<file path="src/rtl/sixpin_io_pkg.sv">
package sixpin_io_pkg;
  localparam int PORT_W = 6;
  localparam int BUS_W  = 8;
  localparam int IN_ONLY_PIN  = 5;
  localparam int OUT_ONLY_PIN = 4;

  typedef logic [PORT_W-1:0] pin_vec_t;

  // Direction actually applied: fixed pins override the stored bit.
  function automatic pin_vec_t eff_dir(input pin_vec_t dir);
    pin_vec_t r;
    r = dir;
    r[IN_ONLY_PIN]  = 1'b0;
    r[OUT_ONLY_PIN] = 1'b1;
    return r;
  endfunction

  // Output pins return latched data, input pins return the synced pad level.
  function automatic pin_vec_t read_mux(input pin_vec_t edir, input pin_vec_t data,
                                        input pin_vec_t pins);
    return (edir & data) | (~edir & pins);
  endfunction
endpackage

</file>
<file path="src/rtl/sixpin_io_sync.sv">
module sixpin_io_sync #(
  parameter int WIDTH  = 6,
  parameter int STAGES = 2
) (
  input  logic             clk,
  input  logic             rst_n,
  input  logic [WIDTH-1:0] async_in,
  output logic [WIDTH-1:0] sync_out
);
  logic [WIDTH-1:0] stage_q [STAGES];

  for (genvar s = 0; s < STAGES; s++) begin : g_stage
    if (s == 0) begin : g_first
      always_ff @(posedge clk or negedge rst_n)
        if (!rst_n) stage_q[s] <= '0;
        else        stage_q[s] <= async_in;
    end else begin : g_next
      always_ff @(posedge clk or negedge rst_n)
        if (!rst_n) stage_q[s] <= '0;
        else        stage_q[s] <= stage_q[s-1];

      AST_STAGE_SHIFT: assert property (@(posedge clk) disable iff (!rst_n)
        1'b1 |=> stage_q[s] == $past(stage_q[s-1]));
    end
  end

  assign sync_out = stage_q[STAGES-1];
endmodule

</file>
<file path="src/rtl/sixpin_io_regs.sv">
module sixpin_io_regs
  import sixpin_io_pkg::*;
(
  input  logic             clk,
  input  logic             rst_n,
  input  logic             bus_addr,
  input  logic             bus_we,
  input  logic [BUS_W-1:0] bus_wdata,
  output pin_vec_t         data_q,
  output pin_vec_t         dir_q
);
  logic wr_data_ev, wr_dir_ev;
  assign wr_data_ev = bus_we && (bus_addr == 1'b0);
  assign wr_dir_ev  = bus_we && (bus_addr == 1'b1);

  always_ff @(posedge clk or negedge rst_n) begin
    if (!rst_n) begin
      data_q <= '0;
      dir_q  <= '0;
    end else begin
      if (wr_data_ev) data_q <= bus_wdata[PORT_W-1:0];
      if (wr_dir_ev)  dir_q  <= bus_wdata[PORT_W-1:0];
    end
  end

  AST_DATA_LATCH: assert property (@(posedge clk) disable iff (!rst_n)
    wr_data_ev |=> data_q == $past(bus_wdata[PORT_W-1:0]));
  AST_DIR_LATCH: assert property (@(posedge clk) disable iff (!rst_n)
    wr_dir_ev |=> dir_q == $past(bus_wdata[PORT_W-1:0]));
  AST_HOLD_NO_WRITE: assert property (@(posedge clk) disable iff (!rst_n)
    !bus_we |=> $stable(data_q) && $stable(dir_q));
endmodule

</file>
<file path="src/rtl/sixpin_io_pinctl.sv">
module sixpin_io_pinctl
  import sixpin_io_pkg::*;
(
  input  logic     clk,
  input  logic     rst_n,
  input  pin_vec_t data_q,
  input  pin_vec_t dir_q,
  input  pin_vec_t pins_sync,
  output pin_vec_t rd_pins,
  output pin_vec_t pad_out,
  output pin_vec_t pad_oe
);
  pin_vec_t edir;
  assign edir    = eff_dir(dir_q);
  assign pad_oe  = edir;
  assign pad_out = data_q;
  assign rd_pins = read_mux(edir, data_q, pins_sync);

  AST_IN_ONLY_QUIET: assert property (@(posedge clk) disable iff (!rst_n)
    dir_q[IN_ONLY_PIN] |-> !pad_oe[IN_ONLY_PIN] && rd_pins[IN_ONLY_PIN] == pins_sync[IN_ONLY_PIN]);
  AST_OUT_ONLY_DRIVES: assert property (@(posedge clk) disable iff (!rst_n)
    !dir_q[OUT_ONLY_PIN] |-> pad_oe[OUT_ONLY_PIN] && rd_pins[OUT_ONLY_PIN] == data_q[OUT_ONLY_PIN]);
endmodule

</file>
<file path="src/rtl/sixpin_io_port.sv">
module sixpin_io_port
  import sixpin_io_pkg::*;
(
  input  logic             clk,
  input  logic             rst_n,
  input  logic             bus_addr,
  input  logic             bus_we,
  input  logic [BUS_W-1:0] bus_wdata,
  output logic [BUS_W-1:0] bus_rdata,
  input  logic [5:0]       pad_in,
  output logic [5:0]       pad_out,
  output logic [5:0]       pad_oe
);
  pin_vec_t data_q, dir_q, pins_sync, rd_pins;

  sixpin_io_regs u_regs (
    .clk(clk), .rst_n(rst_n), .bus_addr(bus_addr), .bus_we(bus_we),
    .bus_wdata(bus_wdata), .data_q(data_q), .dir_q(dir_q)
  );

  sixpin_io_sync #(.WIDTH(PORT_W), .STAGES(2)) u_sync (
    .clk(clk), .rst_n(rst_n), .async_in(pad_in), .sync_out(pins_sync)
  );

  sixpin_io_pinctl u_pinctl (
    .clk(clk), .rst_n(rst_n), .data_q(data_q), .dir_q(dir_q),
    .pins_sync(pins_sync), .rd_pins(rd_pins), .pad_out(pad_out), .pad_oe(pad_oe)
  );

  always_comb begin
    bus_rdata = '0;
    if (bus_addr == 1'b0) bus_rdata[PORT_W-1:0] = rd_pins;
    else                  bus_rdata[PORT_W-1:0] = dir_q;
  end

  AST_UPPER_ZERO: assert property (@(posedge clk) disable iff (!rst_n)
    bus_rdata[BUS_W-1:PORT_W] == '0);
  AST_RESET_STATE: assert property (@(posedge clk)
    !rst_n |-> data_q == '0 && dir_q == '0 && pad_oe == 6'b010000);
endmodule

</file>
<file path="config.mk">
export PLATFORM = sky130hd
export DESIGN_NAME = sixpin_io_port
export DESIGN_NICKNAME = d
export VERILOG_FILES = /design/src/rtl/sixpin_io_pkg.sv /design/src/rtl/sixpin_io_sync.sv /design/src/rtl/sixpin_io_regs.sv /design/src/rtl/sixpin_io_pinctl.sv /design/src/rtl/sixpin_io_port.sv
export SDC_FILE = /design/constraint.sdc
export NUM_CORES = 1
export LEC_CHECK = 0
export ABC_AREA = 1
export BUFFER_PORTS_ARGS = -buffer_cell sky130_fd_sc_hd__clkbuf_2
export CORE_ASPECT_RATIO = 0.6
export CORE_MARGIN = 2
export CORE_UTILIZATION = 40
export CTS_CLUSTER_SIZE = 30
export DETAILED_ROUTE_END_ITERATION = 12
export GPL_TIMING_DRIVEN = 1
export PLACE_DENSITY = 0.66
export SETUP_SLACK_MARGIN = 0.02
export SYNTH_ARGS = -nofsm -noshare
export SYNTH_HDL_FRONTEND = slang
export SYNTH_HIERARCHICAL = 1
export SYNTH_SLANG_ARGS = --single-unit
</file>
<file path="constraint.sdc">
create_clock -name clk -period 1 [get_ports clk]
set_input_delay 0.3 -clock clk [delete_from_list [all_inputs] [get_ports clk]]
set_output_delay 0.3 -clock clk [all_outputs]
set_load 0.02 [all_outputs]
</file>
==> results of run 1 <==
[stage by stage]
step,setup TNS (ns),setup slack [ns]
global route,-4.848,-0.4943
detailed placement,-3.660,-0.2897
finish,-4.096,-0.3855
floorplan,0,0.005192
CTS,-4.394,-0.3957
global placement,-3.295,-0.2762
[flip-flops by register name (all words and copies together) (netlist names)]
| name | flops |
|---|---|
| u_regs/data_q | 6 |
| u_regs/dir_q | 6 |
| u_sync/stage_q | 5 |
| u_sync/sync_out | 5 |
[metal layers]
metal / vias up / wire length, µm
met2: 29 / 953
met3: 2 / 134
met5: - / 0
li1: 413 / -
met1: 365 / 963
met4: 0 / 9
[final cells by class]
| class | count | area (µm²) | share of cell area |
|---|---|---|---|
| Timing Repair Buffer | 52 | 510.5 | 0.3449 |
| Clock buffer | 3 | 41.29 | 0.02790 |
| Sequential cell | 22 | 550.5 | 0.3719 |
| Tap cell | 32 | 40.04 | 0.02705 |
| Multi-Input combinational cell | 72 | 312.8 | 0.2113 |
| Inverter | 6 | 25.02 | 0.01691 |
[path summary, 6_finish.rpt]
kind,slack (ns),endpoint,cells past startpoint
min in group clk,0.14,u_sync/stage_q[7],1
max in group asynchronous,0.63,u_regs/dir_q[4],1
min,0.01,u_sync/sync_out[0],1
max,-0.39,bus_rdata[1],6
max reg2reg,0.10,u_regs/dir_q[3],4
min reg2reg,0.35,u_sync/sync_out[1],0
[cell usage in the layout (no fill, tap or decap)]
cell	n
clkbuf_4	1
nand2_2	5
nand2_4	2
clkbuf_8	4
buf_6	13
inv_1	4
inv_2	1
clkbuf_2	13
conb_1	4
dfrtp_1	22
nand3_1	12
buf_8	13
nand2_1	49
buf_4	11
inv_4	1
[report_power, final]
part / switching [mW] / total [mW] / internal (mW) / leakage [nW]
Clock: 0.261 / 0.529 / 0.268 / 0.0216
Sequential: 0.0582 / 1.03 / 0.971 / 0.265
Combinational: 0.356 / 0.794 / 0.438 / 0.530
Total: 0.675 / 2.35 / 1.68 / 0.816
[repair_timing]
action | in CTS | in global routing
endpoints found under the setup margin | 16 | 16
pin swaps | 4 | 2
gates resized for setup | 38 | 23
setup buffers | 8 | 4
==> key figures, run 1 <==
Drt
  – Antenna violation net count after detailed routing: 0
  – Wire per inst: 11.02 µm
  – Via count: 809
  – Post-route DRC: 0
  – TritonRoute pass-1 iters: 4
  – Vias per cell: 4.326
  – DRT Wirelength: 2060 µm
  – Violation count after the first detailed-route iteration: 23

Final layout
  – Final core utilization: 0.5951
  – Layout Cells excl Fill: 187
  – Filler cells: 215
  – Antenna Cells: 0
  – Layout Nets: 175
  – Share of post-route cells with drive strength above 1: 0.4129
  – Area grow syn2layout: 43.05%
  – Fin area: 0.001480 mm²

Power
  – PwrDens: 1589 mW/mm²
  – Overall power: 2.352 mW
  – Leakage: 0.8161 nW
  – Worst vdd ir: 1047 µV

Placed design
  – Post-place instance area: 0.001179 mm²
  – Port buffer count: 30
  – Placer Congestion: 0.7562
  – Placed Cells incl. Taps: 176
  – DP HPWL: 1375 µm

Worst setup path
  – CP Cell Sequence: inv_1 > nand2_1 > nand2_1 > nand2_1 > nand2_2 > buf_8
  – Crit path launch: u_regs/dir_q[1]
  – Slowest cell on the critical path: dfrtp_1
  – Critical path's largest stage delay: 0.43 ns
  – CP Launch Type: flop
  – CP arrival: 1.09 ns
  – CP most frequent cell: nand2_1
  – Worst EP required: 0.70 ns
  – Crit Path Class: flop to primary output
  – FF-to-FF Start: u_regs/dir_q[3]
  – Buf/Inv on CP: 2
  – Crit end category: primary output
  – Crit-path leading delay family: flip-flops
  – CP max FO: 4

Die
  – Starting density of the core: 0.4160
  – Chip Width: 69.66 µm
  – Die area: 0.003023 mm²
  – IO Pins: 38
  – Die height: 43.40 µm
  – Row count: 14
  – Core area: 0.002487 mm²

Timing
  – Slew Limit Fails: 0
  – Slew margin rel.: 0.6404
  – Clk_skew: 0.002433 ns
  – Final period utilization: 1.385
  – Final min period: 1.385 ns
  – Final Hold Fails: 0
  – Hold WS: 0.01053 ns
  – Final setup fails: 16
  – Max Clk Rate: 0.7218 GHz
  – Final setup slack of the worst path: -0.3855 ns
  – Measured slew at the worst slew-check pin: 0.5394 ns
  – RSZ-0062 raised after global routing: yes

Yosys
  – Synth Warn #: 6
  – Mapped cell area: 0.001035 mm²
  – Mean area per synthesized cell: 8.481 µm²
  – Synthesized instance count: 122

GRT
  – Initial antenna violation count: 0
  – Gr busiest metal: met2
  – Number of global-route vias before repair: 718
  – GRT Total Usage: 0.1418
  – First-pass GRT wire length: 3236 µm
  – Grt met1 use: 0.1919
  – Remaining Overflow, GRT: 0
  – Met2 Use GR: 0.2231
  – Met3 Use GR: 0.05116
  – Largest net degree at the start of global routing: 23

Run status
  – Violated checks: negative setup slack
  – Status: finished with violations

Clocking
  – CTS Hold Bufs: 0
  – CTS clk-pin slew, worst paths: 0.07 ns
  – CTS tree: built
  – Max Root-Sink Buffers: 2
  – CTS root buf: clkbuf_8
  – H-tree depth: 1
  – Clock sinks: 22
  – Clk_lat worst skew: 0.26 ns
  – TritonCTS buffer count: 3

Job
  – Max_cap viols: 0

Min path
  – Hold Crit Class: primary input to asynchronous set/reset pin
Note: power is estimated with default switching activity, not from simulation.
==> inputs of run 2 (changes only) <==
- CORE_UTILIZATION: 40 -> 45
- PLACE_DENSITY: 0.66 -> 0.73
==> key figures, run 2 (same netlist as run 1, synthesis figures left out) <==
Run status
  – Status: finished with violations
  – Violated checks: negative hold slack, negative setup slack

Final layout
  – Area grow syn2layout: 45.10%
  – Layout Cells excl Fill: 189
  – Area occupied by multi-input gates: 312.8 µm²
  – Share of post-route cells with drive strength above 1: 0.4277
  – Most common cell after layout, fill and taps aside: nand2_1
  – Most frequent cells in the layout: 49 x nand2_1, 22 x dfrtp_1, 19 x buf_4
  – Largest registers: u_regs/data_q: 6 flops, u_regs/dir_q: 6 flops
  – Register Area: 550.5 µm²
  – Filler cells: 179
  – Fin area: 0.001501 mm²
  – Layout Nets: 178
  – Final core utilization: 0.6940
  – Antenna Cells: 0

GRT
  – Initial antenna violation count: 0
  – Largest net degree at the start of global routing: 23
  – Remaining Overflow, GRT: 0
  – Number of global-route vias before repair: 727
  – GRT Total Usage: 0.1632
  – First-pass GRT wire length: 3084 µm

Drt
  – Violation count after the first detailed-route iteration: 27
  – Vias per cell: 4.386
  – Wire per inst: 11.00 µm
  – TritonRoute pass-1 iters: 4
  – Via count: 829
  – DRT Wirelength: 2079 µm
  – Post-route DRC: 0
  – Antenna violation net count after detailed routing: 0

Clocking
  – CTS root buf: clkbuf_8
  – H-tree depth: 1
  – CTS clk-pin slew, worst paths: 0.08 ns
  – Clock sinks: 22
  – Clk_lat worst skew: 0.26 ns
  – CTS tree: built
  – Max Root-Sink Buffers: 2
  – TritonCTS buffer count: 3

Die
  – Chip Width: 65.91 µm
  – Row count: 13
  – Die area: 0.002712 mm²
  – IO Pins: 38
  – Die height: 41.15 µm
  – Starting density of the core: 0.4783
  – Core area: 0.002163 mm²

Timing
  – Final period utilization: 1.394
  – Clk_skew: 0.0001996 ns
  – Hold WS: -0.003034 ns
  – Final min period: 1.394 ns
  – Slew Limit Fails: 0
  – Final setup slack of the worst path: -0.3937 ns
  – Slew margin rel.: 0.6472
  – Measured slew at the worst slew-check pin: 0.5293 ns
  – Final Hold Fails: 6
  – Max Clk Rate: 0.7175 GHz
  – RSZ-0062 raised after global routing: yes
  – Final setup fails: 16

Placed design
  – Placed Cells incl. Taps: 176
  – Port buffer count: 30
  – Worst slack, placed: -0.1556 ns
  – DP HPWL: 1477 µm
  – Post-place instance area: 0.001191 mm²
  – Placer Congestion: 0.7810

Power
  – Leakage: 0.8366 nW
  – PwrDens: 1739 mW/mm²
  – Overall power: 2.611 mW
  – Worst vdd ir: 888.6 µV

Worst setup path
  – CP arrival: 1.09 ns
  – CP max FO: 4
  – Worst EP required: 0.70 ns
  – Crit end category: primary output
  – Crit Path Class: flop to primary output
  – CP Launch Type: flop

Job
  – Max_cap viols: 0

Min path
  – Hold Crit Class: primary input to asynchronous set/reset pin
run 2: cell types whose count changed in the layout (fill, tap and decap cells not counted), sizes merged:
| cell | change |
|---|---|
| buf | +2 |
| clkbuf | +1 |
| bufinv | +1 |
run 2: power breakdown:
part / internal (mW) / switching, mW
clock: 0.535 / 0.279
sequential: 0.970 / 0.0588
combinational: 0.415 / 0.353
total: 1.92 / 0.691
run 2: final timing paths:
| check | startpoint | to | slack [ns] | cells after the start |
|---|---|---|---|---|
| max reg2reg | u_regs/dir_q[2] | u_regs/dir_q[2] | 0.10 | 4 |
| max | u_regs/dir_q[0] | bus_rdata[0] | -0.39 | 6 |
| min | rst_n | u_sync/stage_q[9] | -0.003 | 1 |
| min reg2reg | u_sync/stage_q[8] | u_sync/sync_out[2] | 0.35 | 0 |
| max in group asynchronous | rst_n | u_regs/data_q[4] | 0.64 | 1 |
| min in group clk | pad_in[3] | u_sync/stage_q[9] | 0.14 | 1 |
run 2: layout make-up:
class,count,share of cell area
Multi-Input combinational cell,72,0.2083
Clock inverter,1,0.02000
Timing Repair Buffer,55,0.3375
Clock buffer,3,0.02750
Tap cell,30,0.02500
Sequential cell,22,0.3667
Inverter,6,0.01500
run 2: routing by layer:
layer,vias to the layer above,track usage,share of wire
met4,0,0.06250,0.0096
li1,417,-,-
met1,380,0.1925,0.44
met2,28,0.2854,0.48
met5,-,0,0
met3,4,0.05769,0.065
run 2: stage by stage:
stage                     hold WS, ns  setup TNS (ns)
after floorplan              0.004409               0
after detailed placement       0.3052          -1.927
final                       -0.003034          -4.070
after global placement         0.2955          -1.676
after global routing          0.02444          -4.842
after CTS                     0.01285          -4.404
run 2: critical path, stage by stage, from the launching register on:
cell     delay [ns]
dfrtp_1        0.43
inv_1          0.07
nand2_1        0.04
nand2_1        0.05
nand2_1        0.06
nand2_2        0.08
buf_8          0.11
run 2: timing repair:
action | CTS | global route
pin swaps | 4 | 3
setup endpoints to repair | 16 | 16
buffers inserted | 8 | 4
gates resized for setup | 30 | 24
hold buffers | 0 | 0
==> inputs of run 3 (changes only) <==
--- a/config.mk
+++ b/config.mk
@@ -17,2 +17,3 @@
 export SETUP_SLACK_MARGIN = 0.02
+export SLEW_MARGIN = 20
 export SYNTH_ARGS = -nofsm -noshare
==> constraint.sdc (replaced) <==
create_clock -name clk -period 1 [get_ports clk]
set_input_delay 0.1 -clock clk [delete_from_list [all_inputs] [get_ports clk]]
set_output_delay 0.1 -clock clk [all_outputs]
set_load 0.02 [all_outputs]
==> key figures, run 3 (same netlist as run 1, synthesis figures left out) <==
Run status
  – Status: finished with violations
  – Violated checks: negative setup slack

Final layout
  – Most frequent cells in the layout: 56 x nand2_1, 21 x dfrtp_1, 19 x clkbuf_2
  – Antenna Cells: 0
  – Layout Nets: 168
  – Largest registers: u_regs/data_q: 6 flops, u_regs/dir_q: 6 flops
  – Most common cell after layout, fill and taps aside: nand2_1
  – Filler cells: 205
  – Area grow syn2layout: 26.36%
  – Share of post-route cells with drive strength above 1: 0.3154

Clocking
  – TritonCTS buffer count: 3
  – Max Root-Sink Buffers: 2
  – Clk_lat worst skew: 0.26 ns
  – Clock sinks: 22
  – CTS tree: built
  – CTS clk-pin slew, worst paths: 0.07 ns
  – H-tree depth: 1
  – CTS root buf: clkbuf_8

Drt
  – Wire per inst: 10.76 µm
  – Antenna violation net count after detailed routing: 0
  – TritonRoute pass-1 iters: 4
  – Vias per cell: 4.475
  – Post-route DRC: 0
  – Violation count after the first detailed-route iteration: 46
  – DRT Wirelength: 1926 µm
  – Via count: 801

Power
  – Worst vdd ir: 904.5 µV
  – Internal: 1.581 mW
  – Sequential share of power: 0.466
  – PwrDens: 1693 mW/mm²
  – Leakage: 0.7409 nW
  – Switching fraction of total power: 0.2858
  – P_sw: 0.6327 mW
  – Clock power frac: 0.283
  – Comb pwr share: 0.251

Timing
  – Clk_skew: 0.0001941 ns
  – Final period utilization: 1.205
  – Slew Limit Fails: 0
  – Max Clk Rate: 0.8298 GHz
  – Setup_tns: -0.9401 ns
  – Slew margin rel.: 0.6417
  – Final setup slack of the worst path: -0.2051 ns
  – Measured slew at the worst slew-check pin: 0.5375 ns
  – Hold WS: 0.07854 ns
  – Final min period: 1.205 ns
  – Final setup fails: 8
  – Final Hold Fails: 0
  – RSZ-0062 raised after global routing: yes

Worst setup path
  – CP max FO: 4
  – Worst EP required: 0.90 ns
  – Crit Path Class: flop to primary output
  – CP Launch Type: flop
  – CP arrival: 1.11 ns
  – Crit end category: primary output
  – R2r setup slk: 0.20 ns

Die
  – Row count: 13
  – IO Pins: 38
  – Chip Width: 65.91 µm
  – Die height: 41.15 µm
  – Core area: 0.002163 mm²
  – Starting density of the core: 0.4783
  – Die area: 0.002712 mm²

GRT
  – Largest net degree at the start of global routing: 23
  – GRT Total Usage: 0.1666
  – Number of global-route vias before repair: 662
  – Initial antenna violation count: 0
  – Remaining Overflow, GRT: 0
  – First-pass GRT wire length: 3001 µm

Placed design
  – DP HPWL: 1365 µm
  – Placer Congestion: 0.7517
  – Port buffer count: 30

Job
  – Max_cap viols: 0

Min path
  – Hold Crit Class: primary input to flop
## run 3: cell types whose count changed in the layout (fill, tap and decap cells not counted), moves of 2 or more
cell and change:
buf_4 -10, buf_6 -5, buf_8 -11, clkbuf_2 +5, clkbuf_8 +5, dlygate4sd3_1 +6, nand2_1 +7, nand2_2 -5
nand2_4 -2
## run 3: repair_timing
action | in CTS | in global routing
hold buffers | 6 | 0
pin swaps | 2 | 0
endpoints found under the hold margin | 27 | 0
endpoints found under the setup margin | 7 | 11
gates resized for setup | 12 | 15
buffers inserted | 5 | 1
## run 3: worst paths after layout
kind / start / cells after the start / to
worst min-delay path: bus_wdata[0] / 3 / u_regs/data_q[0]
worst min register to register: u_sync/stage_q[8] / 0 / u_sync/sync_out[2]
max in group asynchronous: rst_n / 2 / u_regs/dir_q[3]
worst max-delay path: u_regs/dir_q[2] / 6 / bus_rdata[2]
worst max register to register: u_regs/dir_q[2] / 3 / u_regs/dir_q[2]
min in group asynchronous: rst_n / 2 / u_sync/stage_q[11]
## run 3: power by group through the flow
stage                     Clock, mW  Sequential (mW)  Combinational (mW)
after floorplan                   0             1.03               0.366
after global placement            0             1.04               0.405
after detailed placement          0             1.05               0.414
after CTS                     0.649             1.03               0.523
after global routing          0.681             1.04               0.605
final                         0.627             1.03               0.555
## run 3: layout make-up
cell class | count | area (µm²) | share of cell area
inverter | 6 | 22.52 | 0.01722
tap | 30 | 37.54 | 0.02871
clock buffer | 4 | 55.05 | 0.04211
multi-input combinational | 72 | 285.3 | 0.2182
sequential | 22 | 551.8 | 0.4220
timing repair buffer | 45 | 355.3 | 0.2718
## run 3: stage by stage
step                setup WS, ns  instances  power, mW  utilization  cell area (µm²)
global route             -0.2845        179      2.331       0.6044             1308
global placement         0.09153        163      1.447       0.4939             1069
CTS                      -0.2098        178      2.199       0.5888             1274
finish                   -0.2051        179      2.213       0.6044             1308
floorplan                 0.1559        123      1.398            -             1039
detailed placement       0.06586        163      1.462       0.4939             1069
## run 3: critical path, stage by stage (launching register included)
cell and delay [ns]:
dfrtp_1 0.43, inv_1 0.07, nand2_1 0.04, nand2_1 0.05, nand2_1 0.05, nand2_1 0.07
clkbuf_8 0.14
## run 3: routing by layer
layer / GRT usage / vias to the layer above / wire, µm
li1: - / 400 / -
met1: 0.1897 / 369 / 846
met2: 0.2904 / 30 / 888
met3: 0.06319 / 2 / 175
met4: 0.07813 / 0 / 15
met5: 0 / - / 0
